## config.mk

```make
export PLATFORM = sky130hd
export DESIGN_NAME = mcc_control
export DESIGN_NICKNAME = d
export VERILOG_FILES = /design/src/rtl/mcc_pkg.sv /design/src/rtl/mcc_op_classify.sv /design/src/rtl/mcc_out_decode.sv /design/src/rtl/mcc_alu_decoder.sv /design/src/rtl/mcc_control.sv
export SDC_FILE = /design/constraint.sdc
export NUM_CORES = 1
export LEC_CHECK = 0
export ABC_AREA = 1
export BUFFER_PORTS_ARGS = -buffer_cell sky130_fd_sc_hd__buf_2
export CAP_MARGIN = 15
export CORE_ASPECT_RATIO = 0.7
export CORE_MARGIN = 10
export CORE_UTILIZATION = 43
export DETAILED_ROUTE_END_ITERATION = 6
export PLACE_DENSITY = 0.75
export SETUP_SLACK_MARGIN = 0.02
export SLEW_MARGIN = 20
export SYNTH_ARGS = -nofsm -noshare
export SYNTH_HDL_FRONTEND = slang
export SYNTH_HIERARCHICAL = 1
export SYNTH_SLANG_ARGS = --single-unit
```

## constraint.sdc

```tcl
create_clock -name clk -period 1.7 [get_ports clk]
set_clock_uncertainty 0.1 [all_clocks]
set_input_delay 0.34 -clock clk [delete_from_list [all_inputs] [get_ports clk]]
set_output_delay 0.34 -clock clk [all_outputs]
set_load 0.05 [all_outputs]
```

## src/rtl/mcc_pkg.sv

```systemverilog
package mcc_pkg;

    localparam int ALU_OP_W = 3;

    typedef enum logic [3:0] {
        S_FETCH,
        S_DECODE,
        S_LD_ADDR,
        S_LD_READ,
        S_LD_WB,
        S_ST_ADDR,
        S_ST_WRITE,
        S_R_EXEC,
        S_R_WB,
        S_BR_CMP,
        S_JUMP
    } state_e;

    typedef enum logic [2:0] {
        K_RTYPE,
        K_LOAD,
        K_STORE,
        K_BRANCH,
        K_JUMP,
        K_BAD
    } iclass_e;

    typedef enum logic [1:0] {
        AK_NONE,
        AK_ADD,
        AK_CMP,
        AK_FUNCT
    } alu_kind_e;

    // ALU operand B selections
    localparam logic [1:0] B_REGB   = 2'd0;
    localparam logic [1:0] B_FOUR   = 2'd1;
    localparam logic [1:0] B_IMM    = 2'd2;
    localparam logic [1:0] B_IMM_SH = 2'd3;

    // PC source selections
    localparam logic [1:0] PCS_ALU   = 2'd0;
    localparam logic [1:0] PCS_LATCH = 2'd1;
    localparam logic [1:0] PCS_JUMP  = 2'd2;

    // ALU operation codes
    localparam logic [ALU_OP_W-1:0] OP_AND = 3'b000;
    localparam logic [ALU_OP_W-1:0] OP_OR  = 3'b001;
    localparam logic [ALU_OP_W-1:0] OP_ADD = 3'b010;
    localparam logic [ALU_OP_W-1:0] OP_SUB = 3'b011;
    localparam logic [ALU_OP_W-1:0] OP_SLT = 3'b111;

    typedef struct packed {
        logic       pc_wr;
        logic       pc_wr_cond;
        logic       mem_rd;
        logic       mem_wr;
        logic       ir_wr;
        logic       reg_wr;
        logic       addr_sel;
        logic       reg_dst;
        logic       mem_to_reg;
        logic       alu_a_sel;
        logic [1:0] alu_b_sel;
        logic [1:0] pc_src;
        alu_kind_e  alu_kind;
    } ctl_t;

    typedef struct packed {
        state_e state;
    } seq_regs_t;

endpackage

```

## src/rtl/mcc_op_classify.sv

```systemverilog
module mcc_op_classify
    import mcc_pkg::*;
#(
    parameter int                OPC_W      = 6,
    parameter logic [OPC_W-1:0]  OPC_RTYPE  = 6'b000000,
    parameter logic [OPC_W-1:0]  OPC_LOAD   = 6'b100011,
    parameter logic [OPC_W-1:0]  OPC_STORE  = 6'b101011,
    parameter logic [OPC_W-1:0]  OPC_BRANCH = 6'b000100,
    parameter logic [OPC_W-1:0]  OPC_JUMP   = 6'b000010
) (
    input  logic [OPC_W-1:0] opcode,
    output iclass_e          cls
);

    always_comb begin
        if (opcode == OPC_RTYPE)       cls = K_RTYPE;
        else if (opcode == OPC_LOAD)   cls = K_LOAD;
        else if (opcode == OPC_STORE)  cls = K_STORE;
        else if (opcode == OPC_BRANCH) cls = K_BRANCH;
        else if (opcode == OPC_JUMP)   cls = K_JUMP;
        else                           cls = K_BAD;
    end

endmodule

```

## src/rtl/mcc_out_decode.sv

```systemverilog
module mcc_out_decode
    import mcc_pkg::*;
(
    input  state_e st,
    output ctl_t   ctl
);

    always_comb begin
        ctl = '0;
        unique case (st)
            S_FETCH: begin
                ctl.mem_rd    = 1'b1;
                ctl.ir_wr     = 1'b1;
                ctl.pc_wr     = 1'b1;
                ctl.alu_b_sel = B_FOUR;
                ctl.pc_src    = PCS_ALU;
                ctl.alu_kind  = AK_ADD;
            end
            S_DECODE: begin
                ctl.alu_b_sel = B_IMM_SH;
                ctl.alu_kind  = AK_ADD;
            end
            S_LD_ADDR, S_ST_ADDR: begin
                ctl.alu_a_sel = 1'b1;
                ctl.alu_b_sel = B_IMM;
                ctl.alu_kind  = AK_ADD;
            end
            S_LD_READ: begin
                ctl.mem_rd   = 1'b1;
                ctl.addr_sel = 1'b1;
            end
            S_LD_WB: begin
                ctl.reg_wr     = 1'b1;
                ctl.mem_to_reg = 1'b1;
            end
            S_ST_WRITE: begin
                ctl.mem_wr   = 1'b1;
                ctl.addr_sel = 1'b1;
            end
            S_R_EXEC: begin
                ctl.alu_a_sel = 1'b1;
                ctl.alu_b_sel = B_REGB;
                ctl.alu_kind  = AK_FUNCT;
            end
            S_R_WB: begin
                ctl.reg_wr  = 1'b1;
                ctl.reg_dst = 1'b1;
            end
            S_BR_CMP: begin
                ctl.pc_wr_cond = 1'b1;
                ctl.alu_a_sel  = 1'b1;
                ctl.alu_b_sel  = B_REGB;
                ctl.alu_kind   = AK_CMP;
                ctl.pc_src     = PCS_LATCH;
            end
            S_JUMP: begin
                ctl.pc_wr  = 1'b1;
                ctl.pc_src = PCS_JUMP;
            end
            default: ctl = '0;
        endcase
    end

endmodule

```

## src/rtl/mcc_alu_decoder.sv

```systemverilog
module mcc_alu_decoder
    import mcc_pkg::*;
#(
    parameter int               FN_W   = 6,
    parameter logic [FN_W-1:0]  FN_ADD = 6'b100000,
    parameter logic [FN_W-1:0]  FN_SUB = 6'b100010,
    parameter logic [FN_W-1:0]  FN_AND = 6'b100100,
    parameter logic [FN_W-1:0]  FN_OR  = 6'b100101,
    parameter logic [FN_W-1:0]  FN_SLT = 6'b101010
) (
    input  alu_kind_e           kind,
    input  logic [FN_W-1:0]     funct,
    output logic [ALU_OP_W-1:0] op
);

    logic [ALU_OP_W-1:0] fn_op;

    always_comb begin
        if (funct == FN_SUB)      fn_op = OP_SUB;
        else if (funct == FN_AND) fn_op = OP_AND;
        else if (funct == FN_OR)  fn_op = OP_OR;
        else if (funct == FN_SLT) fn_op = OP_SLT;
        else if (funct == FN_ADD) fn_op = OP_ADD;
        else                      fn_op = OP_ADD;
    end

    always_comb begin
        unique case (kind)
            AK_ADD:   op = OP_ADD;
            AK_CMP:   op = OP_SUB;
            AK_FUNCT: op = fn_op;
            default:  op = '0;
        endcase
    end

endmodule

```

## src/rtl/mcc_control.sv

```systemverilog
module mcc_control
    import mcc_pkg::*;
#(
    parameter int               OPC_W      = 6,
    parameter int               FN_W       = 6,
    parameter logic [OPC_W-1:0] OPC_RTYPE  = 6'b000000,
    parameter logic [OPC_W-1:0] OPC_LOAD   = 6'b100011,
    parameter logic [OPC_W-1:0] OPC_STORE  = 6'b101011,
    parameter logic [OPC_W-1:0] OPC_BRANCH = 6'b000100,
    parameter logic [OPC_W-1:0] OPC_JUMP   = 6'b000010
) (
    input  logic               clk,
    input  logic               rst,
    input  logic [OPC_W-1:0]   opcode,
    input  logic [FN_W-1:0]    funct,
    input  logic               zero,
    output logic               pc_wr,
    output logic               pc_wr_cond,
    output logic               pc_load,
    output logic               mem_rd,
    output logic               mem_wr,
    output logic               ir_wr,
    output logic               reg_wr,
    output logic               addr_sel,
    output logic               reg_dst,
    output logic               mem_to_reg,
    output logic               alu_a_sel,
    output logic [1:0]         alu_b_sel,
    output logic [1:0]         pc_src,
    output logic [2:0]         alu_op
);

    localparam seq_regs_t RESET_VAL = '{state: S_FETCH};

    seq_regs_t regs_d, regs_q;
    iclass_e   cls;
    ctl_t      ctl_raw;
    ctl_t      ctl_eff;

    mcc_op_classify #(
        .OPC_W      (OPC_W),
        .OPC_RTYPE  (OPC_RTYPE),
        .OPC_LOAD   (OPC_LOAD),
        .OPC_STORE  (OPC_STORE),
        .OPC_BRANCH (OPC_BRANCH),
        .OPC_JUMP   (OPC_JUMP)
    ) u_classify (
        .opcode (opcode),
        .cls    (cls)
    );

    // Next-state process: class is resolved once, at decode.
    always_comb begin
        regs_d = regs_q;
        unique case (regs_q.state)
            S_FETCH: regs_d.state = S_DECODE;
            S_DECODE: begin
                unique case (cls)
                    K_RTYPE:  regs_d.state = S_R_EXEC;
                    K_LOAD:   regs_d.state = S_LD_ADDR;
                    K_STORE:  regs_d.state = S_ST_ADDR;
                    K_BRANCH: regs_d.state = S_BR_CMP;
                    K_JUMP:   regs_d.state = S_JUMP;
                    default:  regs_d.state = S_FETCH;
                endcase
            end
            S_LD_ADDR:  regs_d.state = S_LD_READ;
            S_LD_READ:  regs_d.state = S_LD_WB;
            S_ST_ADDR:  regs_d.state = S_ST_WRITE;
            S_R_EXEC:   regs_d.state = S_R_WB;
            S_LD_WB, S_ST_WRITE, S_R_WB, S_BR_CMP, S_JUMP:
                        regs_d.state = S_FETCH;
            default:    regs_d.state = S_FETCH;
        endcase
    end

    always_ff @(posedge clk) begin
        if (rst) regs_q <= RESET_VAL;
        else     regs_q <= regs_d;
    end

    mcc_out_decode u_out (
        .st  (regs_q.state),
        .ctl (ctl_raw)
    );

    // Reset silences the whole control word.
    assign ctl_eff = rst ? '0 : ctl_raw;

    mcc_alu_decoder #(
        .FN_W (FN_W)
    ) u_alu_dec (
        .kind  (ctl_eff.alu_kind),
        .funct (funct),
        .op    (alu_op)
    );

    assign pc_wr      = ctl_eff.pc_wr;
    assign pc_wr_cond = ctl_eff.pc_wr_cond;
    assign pc_load    = ctl_eff.pc_wr | (ctl_eff.pc_wr_cond & zero);
    assign mem_rd     = ctl_eff.mem_rd;
    assign mem_wr     = ctl_eff.mem_wr;
    assign ir_wr      = ctl_eff.ir_wr;
    assign reg_wr     = ctl_eff.reg_wr;
    assign addr_sel   = ctl_eff.addr_sel;
    assign reg_dst    = ctl_eff.reg_dst;
    assign mem_to_reg = ctl_eff.mem_to_reg;
    assign alu_a_sel  = ctl_eff.alu_a_sel;
    assign alu_b_sel  = ctl_eff.alu_b_sel;
    assign pc_src     = ctl_eff.pc_src;

endmodule

```

==> flow_summary.ini, run 1 <==
[yosys]
netlist_instances = 166
ys_types = 21
synth-xor-area-share_pct = 0
synth_fa_ha_area_share_pct = 0
ys_top_cells_by_area = nor2_1 22%, inv_1 17%, nand2_1 11%
ys_ff_latch = 4
ys_warn_count = 6
syn_nets = 181
synth_largest_area_cell = nor2_1
avgSynthCellArea_um2 = 4.847
seq_area_frac_synth_pct = 9.953
synth-simple-area-share_pct = 56.45
syn_area_um2 = 804.5
synth_top_family_by_area = simple AND/OR/NAND/NOR gates
synth_compound_area_share_pct = 8.243
synth_top_area_share_pct = 21.93
synth.area.mux_share_pct = 0

[timing]
endpoint_type = output port
worst_endpoint = alu_op[1]

[status]
haltStage = 5_1_grt
outcome = aborted with a tool error
error = [ERROR DPL-0038] Utilization greater than 100%, impossible to legalize

[clocking]
htreeDepth = 1
clockBufferDepth = 2
cts-root-buf = clkbuf_4
hold_buffers = 0
clock-sinks = 4
numCtsBuffers = 3

[floorplanning]
die_h_um = 56.19
start_util_pct = 47.84
rows = 12
die_w_um = 71.70
io_pins = 33

[placed_design]
io_buffers = 32
place_congestion = 0.8881
dpl.hpwl_mm = 2.038

[global_route]
grt_max_degree = 11
-- through the flow --
step	worst slack, ns	instance area [um^2]	setup TNS [ns]	instances	util [%]
2_1_floorplan	-0.08279	873.3	-0.4778	166	-
3_3_place_gp	-0.1741	1160	-0.4321	232	68.97
3_5_place_dp	-0.2283	1160	-0.5624	232	68.97
4_1_cts	-0.2877	1441	-2.534	240	85.71
-- synthesized netlist by cell type --
cell type and count:
nor2_1 47, inv_1 37, nand2_1 24, nand3_1 12, nand2_2 8, nor2_2 7, inv_2 6, buf_4 5
dfxtp_1 4, a21oi_1 3, o21ai_0 2, o22ai_1 2, a21o_1 1, buf_2 1, nand3_2 1, nor2_4 1
o211ai_1 1, o21ai_1 1, o21ai_2 1, or2_0 1, or2_2 1
-- logic make-up after synthesis --
kind of cell / count (synthesis)
compound gates: 11
simple gates: 102
buf+inv: 49
flops: 4
-- repair_timing --
| item | CTS |
|---|---|
| setup buffers | 5 |
| setup endpoints to repair | 18 |
| pin swaps | 14 |
| gates resized for setup | 70 |
==> run 2, diff against run 1 <==
--- a/config.mk
+++ b/config.mk
@@ -8,12 +8,10 @@
 export ABC_AREA = 1
 export BUFFER_PORTS_ARGS = -buffer_cell sky130_fd_sc_hd__buf_2
 export CAP_MARGIN = 15
-export CORE_ASPECT_RATIO = 0.7
-export CORE_MARGIN = 10
-export CORE_UTILIZATION = 43
+export CORE_AREA = 10 10 71 73
 export DETAILED_ROUTE_END_ITERATION = 6
-export PLACE_DENSITY = 0.75
-export SETUP_SLACK_MARGIN = 0.02
+export DIE_AREA = 0 0 81 83
+export PLACE_DENSITY_LB_ADDON = 0.15
 export SLEW_MARGIN = 20
 export SYNTH_ARGS = -nofsm -noshare
 export SYNTH_HDL_FRONTEND = slang
==> constraint.sdc (replaced) <==
create_clock -name clk -period 2.2 [get_ports clk]
set_clock_uncertainty 0.1 [all_clocks]
set_input_delay 0.44 -clock clk [delete_from_list [all_inputs] [get_ports clk]]
set_output_delay 0.44 -clock clk [all_outputs]
set_load 0.05 [all_outputs]
==> flow_summary.ini, run 2 <==
[timing]
fmax_mhz = 473.0
finalCritPeriodShare_pct = 96.09
holdWs_ns = 0.4859
hold_violations = 0
setup_violations = 0
maxSlewViolCount = 0
max_slew_margin_pct = 82.77
setup_slack_ns = 0.08600
min_period_ns = 2.114
tns_ns = 0
worst_pin_slew_ns = 0.2603

[critical_path]
path_buf_inv = 4
crit_fanout = 6
crit_required_ns = 1.66
crit_chain = inv_4 > nand2_2 > o22ai_2 > inv_1 > nor2_2 > inv_1 > or2_2 > nand3_2 > buf_8
max_stage_delay_ns = 0.36
worst_path_dominant_cell_family = simple AND/OR/NAND/NOR gates
cpMostUsedCell = inv_1
setup.worst_path.class = reg2out
worst_setup_path_start_kind = flip-flop
end_kind = primary output
arrival_ns = 1.57
cp_slowest_cell = dfxtp_4

[clocking]
worst_setup_hold_path_clk_slew_ns = 0.03
clock_latency_ns = 0.21
hold_buffers = 0
numCtsBuffers = 3
cts-root-buf = clkbuf_8
htreeDepth = 1
clockBufferDepth = 2
clock-sinks = 4
cts_tree = done

[global_route]
grt_pass1_wl_mm = 3.567
track_usage_pct = 6.262
antenna_found_initial = 0
overflow = 0
grt_max_degree = 19
grt_pass1_vias = 895

[layout]
drive_gt1_share_pct = 37.81
regMostFlops = regs_q
antennaDiodeCount = 0
most-common-layout-cells = 44 x nor2_1, 37 x inv_1, 30 x buf_2
finish.utilization_pct = 30.75
largest_reg_flops = 4
top_regs = regs_q: 4 flops
area_growth_pct = 38.88
layout_commonest_cell = nor2_1
nets = 218

[yosys]
synthMostInstantiatedCell = nor2_1
ys_types = 21
synth-edff-count = 0
ys_async_sr_fraction_pct = 0
synth_top_area_share_pct = 21.93
seq_area_frac_synth_pct = 9.953
synth_largest_area_cell = nor2_1
ys_warn_count = 6
ys_top_cells_by_area = nor2_1 22%, inv_1 17%, nand2_1 11%
ys_ff_latch = 4
avgSynthCellArea_um2 = 4.847
syn_nets = 181
netlist_instances = 166
syn_area_um2 = 804.5
synth_common_cells = 47 x nor2_1, 37 x inv_1, 24 x nand2_1, 12 x nand3_1, 8 x nand2_2
synth_ff_type = dfxtp_1

[power]
power.density_nw_per_um2 = 345.5
power_w = 0.0003860
vdd_drop_max_uv = 140.2
power.leakage_nw = 0.6680

[drt]
via_per_inst = 3.884
post-route-drc-count = 0
detail_route.wl_per_cell_um = 8.731
drtPass1Iterations = 4
wirelength_mm = 2.174
drtIter0Drc = 24
num_vias = 967
detail-route-antenna-nets = 0

[placed_design]
post-place-ws_ns = 0.1245
dpl.hpwl_mm = 1.900
place_congestion = 0.7321
io_buffers = 32

[floorplanning]
die_w_um = 81
die_h_um = 83
core_area_um2 = 3633
dieArea_um2 = 6723
io_pins = 33
rows = 22
start_util_pct = 22.14

[status]
outcome = finished clean

[worst_hold_path]
hold_class = reg2reg

[flow_run]
maxCapViolCount = 0
run 2: cell counts after synthesis:
Identical to the previous run, type by type.
run 2: path summary, 6_finish.rpt:
kind | start | end | slack [ns] | depth (start not counted)
setup / recovery | regs_q[3] | alu_op[1] | 0.09 | 9
hold / removal | regs_q[3] | regs_q[3] | 0.49 | 3
setup reg to reg | regs_q[0] | regs_q[1] | 1.13 | 7
hold reg to reg | regs_q[3] | regs_q[3] | 0.49 | 3
run 2: layout make-up:
class	count	area, um^2
Inverter	43	163.9
Sequential cell	4	87.58
Timing Repair Buffer	38	221.5
Clock buffer	3	41.29
Fill cell	439	2516
Tap cell	48	60.06
Multi-Input combinational cell	113	543.0
run 2: where the power goes:
group	total [W]	internal, W	switching [W]
registers	0.0000791	0.0000752	0.00000390
logic	0.000156	0.0000502	0.000105
clock network	0.000151	0.000116	0.0000349
total	0.000386	0.000242	0.000144
run 2: logic make-up after synthesis:
group	Yosys count	synth area share [%]
buf+inv	49	25.35
compound gates	11	8.242
flops	4	9.954
simple gates	102	56.46
run 2: what timing repair did:
action / CTS / global route
endpoints found under the setup margin: 2 / 3
gates resized for setup: 4 / 11
pin swaps: 0 / 1
setup buffers: 0 / 1
run 2: layer usage:
layer / global-route usage [%] / up-vias / part of all wire, %
met1: 6.724 / 393 / 43
met2: 10.59 / 23 / 46
met4: 2.347 / 0 / 0.51
met3: 2.478 / 2 / 11
li1: - / 549 / -
met5: 0 / - / 0
run 2: metrics by stage:
stage	instance area, um^2	instances
after floorplan	810.8	166
after global placement	1026	245
after detailed placement	1026	245
after CTS	1077	248
after global routing	1117	249
final	1117	249
run 2: worst reg2reg max path: stages (launching register included):
cell	delay [ns]
dfxtp_2	0.33
buf_4	0.15
nand2_2	0.07
inv_2	0.04
nand2_1	0.07
nand2_1	0.05
nor2_1	0.10
nor2_1	0.05
(Power assumes the default switching activity.)
==> run 3, diff against run 2 <==
--- a/config.mk
+++ b/config.mk
@@ -8,10 +8,11 @@
 export ABC_AREA = 1
 export BUFFER_PORTS_ARGS = -buffer_cell sky130_fd_sc_hd__buf_2
 export CAP_MARGIN = 15
-export CORE_AREA = 10 10 71 73
+export CORE_AREA = 8 8 69 71
 export DETAILED_ROUTE_END_ITERATION = 6
-export DIE_AREA = 0 0 81 83
+export DIE_AREA = 0 0 77 79
 export PLACE_DENSITY_LB_ADDON = 0.15
+export REMOVE_ABC_BUFFERS = 1
 export SLEW_MARGIN = 20
 export SYNTH_ARGS = -nofsm -noshare
 export SYNTH_HDL_FRONTEND = slang
==> flow_summary.ini, run 3 (synthesis gave the netlist of run 2 again) <==
[timing]
finalCritPeriodShare_pct = 94.09
worst_pin_slew_ns = 0.2589
setup_violations = 0
hold_violations = 0
setup_slack_ns = 0.1301
tns_ns = 0
fmax_mhz = 483.1
max_slew_margin_pct = 82.86
rsz0062_at_grt = no
min_period_ns = 2.070
maxSlewViolCount = 0

[power]
clkPwrFrac_pct = 39.8
switching_power_w = 0.0001478
seq_power_share_pct = 20.5
comb_power_share_pct = 39.7
p_int_w = 0.0002422
power.leakage_nw = 0.6686
netSwitchingFraction_pct = 37.90
power_w = 0.0003900
vdd_drop_max_uv = 105.8
power.density_nw_per_um2 = 345.5

[layout]
finish.utilization_pct = 29.71
antennaDiodeCount = 0
drive_gt1_share_pct = 36.82
top_regs = regs_q: 4 flops
largest_reg_flops = 4
regMostFlops = regs_q
regArea_um2 = 90.09
multi_input_area_um2 = 549.3
layout_commonest_cell = nor2_1
fillers = 469
most-common-layout-cells = 45 x nor2_1, 37 x inv_1, 30 x buf_2
area_growth_pct = 40.28
nets = 218

[critical_path]
arrival_ns = 1.53
end_kind = primary output
rrSetupSlack_ns = 1.06
crit_required_ns = 1.66
reg2reg_from = regs_q[1]
critPathLaunch = regs_q[3]
setup.worst_path.class = reg2out
worst_setup_path_start_kind = flip-flop
crit_fanout = 6
worstRegToRegCells = 8
endpoint = pc_load
r2r_end = regs_q[1]

[drt]
drtPass1Iterations = 4
via_per_inst = 3.825
drtIter0Drc = 31
detail_route.wl_per_cell_um = 8.319
num_vias = 960
detail-route-antenna-nets = 0
wirelength_mm = 2.088
post-route-drc-count = 0

[clocking]
numCtsBuffers = 3
cts_tree = done
clock-sinks = 4
cts-root-buf = clkbuf_8
htreeDepth = 1
clock_latency_ns = 0.22
clockBufferDepth = 2
worst_setup_hold_path_clk_slew_ns = 0.03
hold_buffers = 0

[placed_design]
post-place-ws_ns = 0.07380
io_buffers = 32
place_congestion = 0.7816
dpl.hpwl_mm = 1.850

[global_route]
grt_pass1_vias = 878
track_usage_pct = 7.074
grt_pass1_wl_mm = 3.636
grt_max_degree = 15
antenna_found_initial = 0
overflow = 0

[floorplanning]
core_area_um2 = 3799
rows = 23
start_util_pct = 21.18
io_pins = 33
die_w_um = 77
die_h_um = 79
dieArea_um2 = 6083

[worst_hold_path]
hold_class = reg2reg

[flow_run]
maxCapViolCount = 0

[status]
outcome = finished clean
run 3: cell type report:
class,instances,share of cell area (%)
clock buffers,3,3.659
inverters,43,14.52
multi-input cells,113,48.67
flip-flops and latches,4,7.982
well taps,50,5.543
repair buffers,38,19.62
run 3: worst min-delay path by stage:
stage / from / endpoint / depth (start not counted)
4_1_cts: rst / regs_q[3] / 2
3_5_place_dp: regs_q[0] / regs_q[0] / 1
2_1_floorplan: rst / regs_q[3] / 1
6_report: regs_q[0] / regs_q[0] / 1
3_3_place_gp: regs_q[0] / regs_q[0] / 1
5_1_grt: regs_q[0] / regs_q[0] / 1
run 3: timing repair:
| item | 4_1_cts | 5_1_grt |
|---|---|---|
| setup endpoints to repair | 3 | 3 |
| pin swaps | 0 | 4 |
| buffers inserted | 0 | 1 |
| resized for setup | 7 | 13 |
run 3: metal layers:
metal / up-vias / track usage [%] / wire length (um)
li1: 553 / - / -
met1: 384 / 7.919 / 975
met2: 21 / 11.89 / 965
met3: 2 / 2.709 / 123
met4: 0 / 2.830 / 23
met5: - / 0 / 0
run 3: critical path, stage by stage, from the launching register on:
cell and delay [ns]:
dfxtp_4 0.36, inv_4 0.07, nand2_2 0.06, buf_4 0.15, nor2_4 0.11, inv_2 0.04, o21ai_2 0.04, inv_1 0.05
o21ai_0 0.13, buf_2 0.28
run 3: per-stage QoR:
| step | hold WS, ns | cell area (um^2) | std cells |
|---|---|---|---|
| global placement | 0.4511 | 1022 | 247 |
| global route | 0.4105 | 1129 | 251 |
| finish | 0.3834 | 1129 | 251 |
| floorplan | 0.4091 | 762.0 | 160 |
| detailed placement | 0.4599 | 1022 | 247 |
| CTS | 0.3979 | 1081 | 250 |
run 3: power by group through the flow:
stage | combinational [W] | sequential [W] | clock (W)
global route | 0.000171 | 0.0000805 | 0.000173
CTS | 0.000153 | 0.0000811 | 0.000162
global placement | 0.000151 | 0.0000815 | 0
floorplan | 0.000102 | 0.0000808 | 0
detailed placement | 0.000150 | 0.0000816 | 0
finish | 0.000155 | 0.0000798 | 0.000155
==> run 4, diff against run 3 <==
--- a/config.mk
+++ b/config.mk
@@ -8,9 +8,9 @@
 export ABC_AREA = 1
 export BUFFER_PORTS_ARGS = -buffer_cell sky130_fd_sc_hd__buf_2
 export CAP_MARGIN = 15
-export CORE_AREA = 8 8 69 71
+export CORE_AREA = 2 2 63 65
 export DETAILED_ROUTE_END_ITERATION = 6
-export DIE_AREA = 0 0 77 79
+export DIE_AREA = 0 0 65 67
 export PLACE_DENSITY_LB_ADDON = 0.15
 export REMOVE_ABC_BUFFERS = 1
 export SLEW_MARGIN = 20
==> flow_summary.ini, run 4 (synthesis gave the netlist of run 2 again) <==
[status]
outcome = finished clean

[timing]
finalCritPeriodShare_pct = 95.72
min_period_ns = 2.106
tns_ns = 0
holdWs_ns = 0.4108
setup_violations = 0
fmax_mhz = 474.9
worst_pin_slew_ns = 0.2564
hold_violations = 0
max_slew_margin_pct = 83.02
maxSlewViolCount = 0

[critical_path]
worstRegToRegCells = 6
critPathLaunch = regs_q[3]
rrSetupSlack_ns = 1.02
setup.worst_path.class = reg2out
worst_setup_path_start_kind = flip-flop
crit_fanout = 4
end_kind = primary output
crit_required_ns = 1.66
endpoint = alu_op[1]
arrival_ns = 1.57
reg2reg_from = regs_q[3]
r2r_end = regs_q[1]

[power]
vdd_drop_max_uv = 95.63
power.leakage_nw = 0.6656
power.density_nw_per_um2 = 343.9

[placed_design]
post-place-cells = 245
io_buffers = 32
dpl.hpwl_mm = 1.641
place_congestion = 0.7816
post_dp_cell_area_um2 = 1020

[layout]
final_cells = 249
top_regs = regs_q: 4 flops
area_growth_pct = 37.95
layout_commonest_cell = nor2_1
nets = 218
fillers = 443
multi_input_area_um2 = 536.8
most-common-layout-cells = 45 x nor2_1, 37 x inv_1, 30 x buf_2
antennaDiodeCount = 0
regMostFlops = regs_q
regArea_um2 = 90.09
drive_gt1_share_pct = 36.82
finish.utilization_pct = 30.78
largest_reg_flops = 4
design_area_um2 = 1110

[drt]
via_per_inst = 3.892
num_vias = 969
detail-route-antenna-nets = 0
drtIter0Drc = 27
wirelength_mm = 1.950
post-route-drc-count = 0
detail_route.wl_per_cell_um = 7.831
drtPass1Iterations = 4

[floorplanning]
dieArea_um2 = 4355
die_w_um = 65
die_h_um = 67
start_util_pct = 22.31
io_pins = 33
core_area_um2 = 3606
rows = 22

[clocking]
numCtsBuffers = 3
clock_latency_ns = 0.21
clock-sinks = 4
worst_setup_hold_path_clk_slew_ns = 0.03
clockBufferDepth = 2
htreeDepth = 1
cts_tree = done
cts-root-buf = clkbuf_8
hold_buffers = 0

[global_route]
grt_pass1_wl_mm = 3.450
track_usage_pct = 9.922
overflow = 0
antenna_found_initial = 0
grt_max_degree = 15
grt_pass1_vias = 907

[worst_hold_path]
hp-start = rst
hold_class = in2reg

[flow_run]
maxCapViolCount = 0
-- run 4: what timing repair did --
action / CTS / global route
setup buffers: 0 / 1
pin swaps: 0 / 1
endpoints found under the setup margin: 2 / 4
gates resized for setup: 3 / 13
-- run 4: critical path, stage by stage (launching register included) --
cell and delay [ns]:
dfxtp_4 0.35, inv_4 0.07, nand2_2 0.07, o22ai_2 0.14, inv_1 0.06, nor2_2 0.11
inv_1 0.05, or2_2 0.27, nand3_2 0.08, buf_6 0.15
-- run 4: layout make-up --
class | count | share of cell area, %
sequential | 4 | 8.117
clock buffer | 3 | 3.720
tap | 48 | 5.412
timing repair buffer | 38 | 19.62
inverter | 43 | 14.77
multi-input combinational | 113 | 48.37
-- run 4: how the worst min path moves through the flow --
stage          slack (ns)  cells past startpoint         to
2_1_floorplan        0.41                      1  regs_q[3]
3_3_place_gp         0.54                      4  regs_q[3]
3_5_place_dp         0.53                      4  regs_q[3]
4_1_cts              0.39                      2  regs_q[3]
5_1_grt              0.44                      2  regs_q[3]
6_report             0.41                      2  regs_q[3]
-- run 4: per-layer routing --
metal	vias to the layer above	GRT usage [%]	share of wire (%)	wire length (um)
met2	19	17.27	47	926
li1	550	-	-	-
met3	4	1.182	3.6	71
met4	0	7.181	2.1	40
met5	-	0	0	0
met1	396	11.14	47	912
-- run 4: per-stage QoR --
step	setup slack, ns	power (W)
2_1_floorplan	-0.3670	0.0001829
3_3_place_gp	0.1699	0.0002306
3_5_place_dp	0.1562	0.0002296
4_1_cts	0.004042	0.0003852
5_1_grt	-0.008227	0.0004095
6_report	0.09426	0.0003816
-- run 4: power by group --
group	switching, W	total [W]	internal (W)
Clock	0.0000347	0.000151	0.000116
Combinational	0.000104	0.000153	0.0000486
Sequential	0.00000380	0.0000781	0.0000743
Total	0.000142	0.000382	0.000239
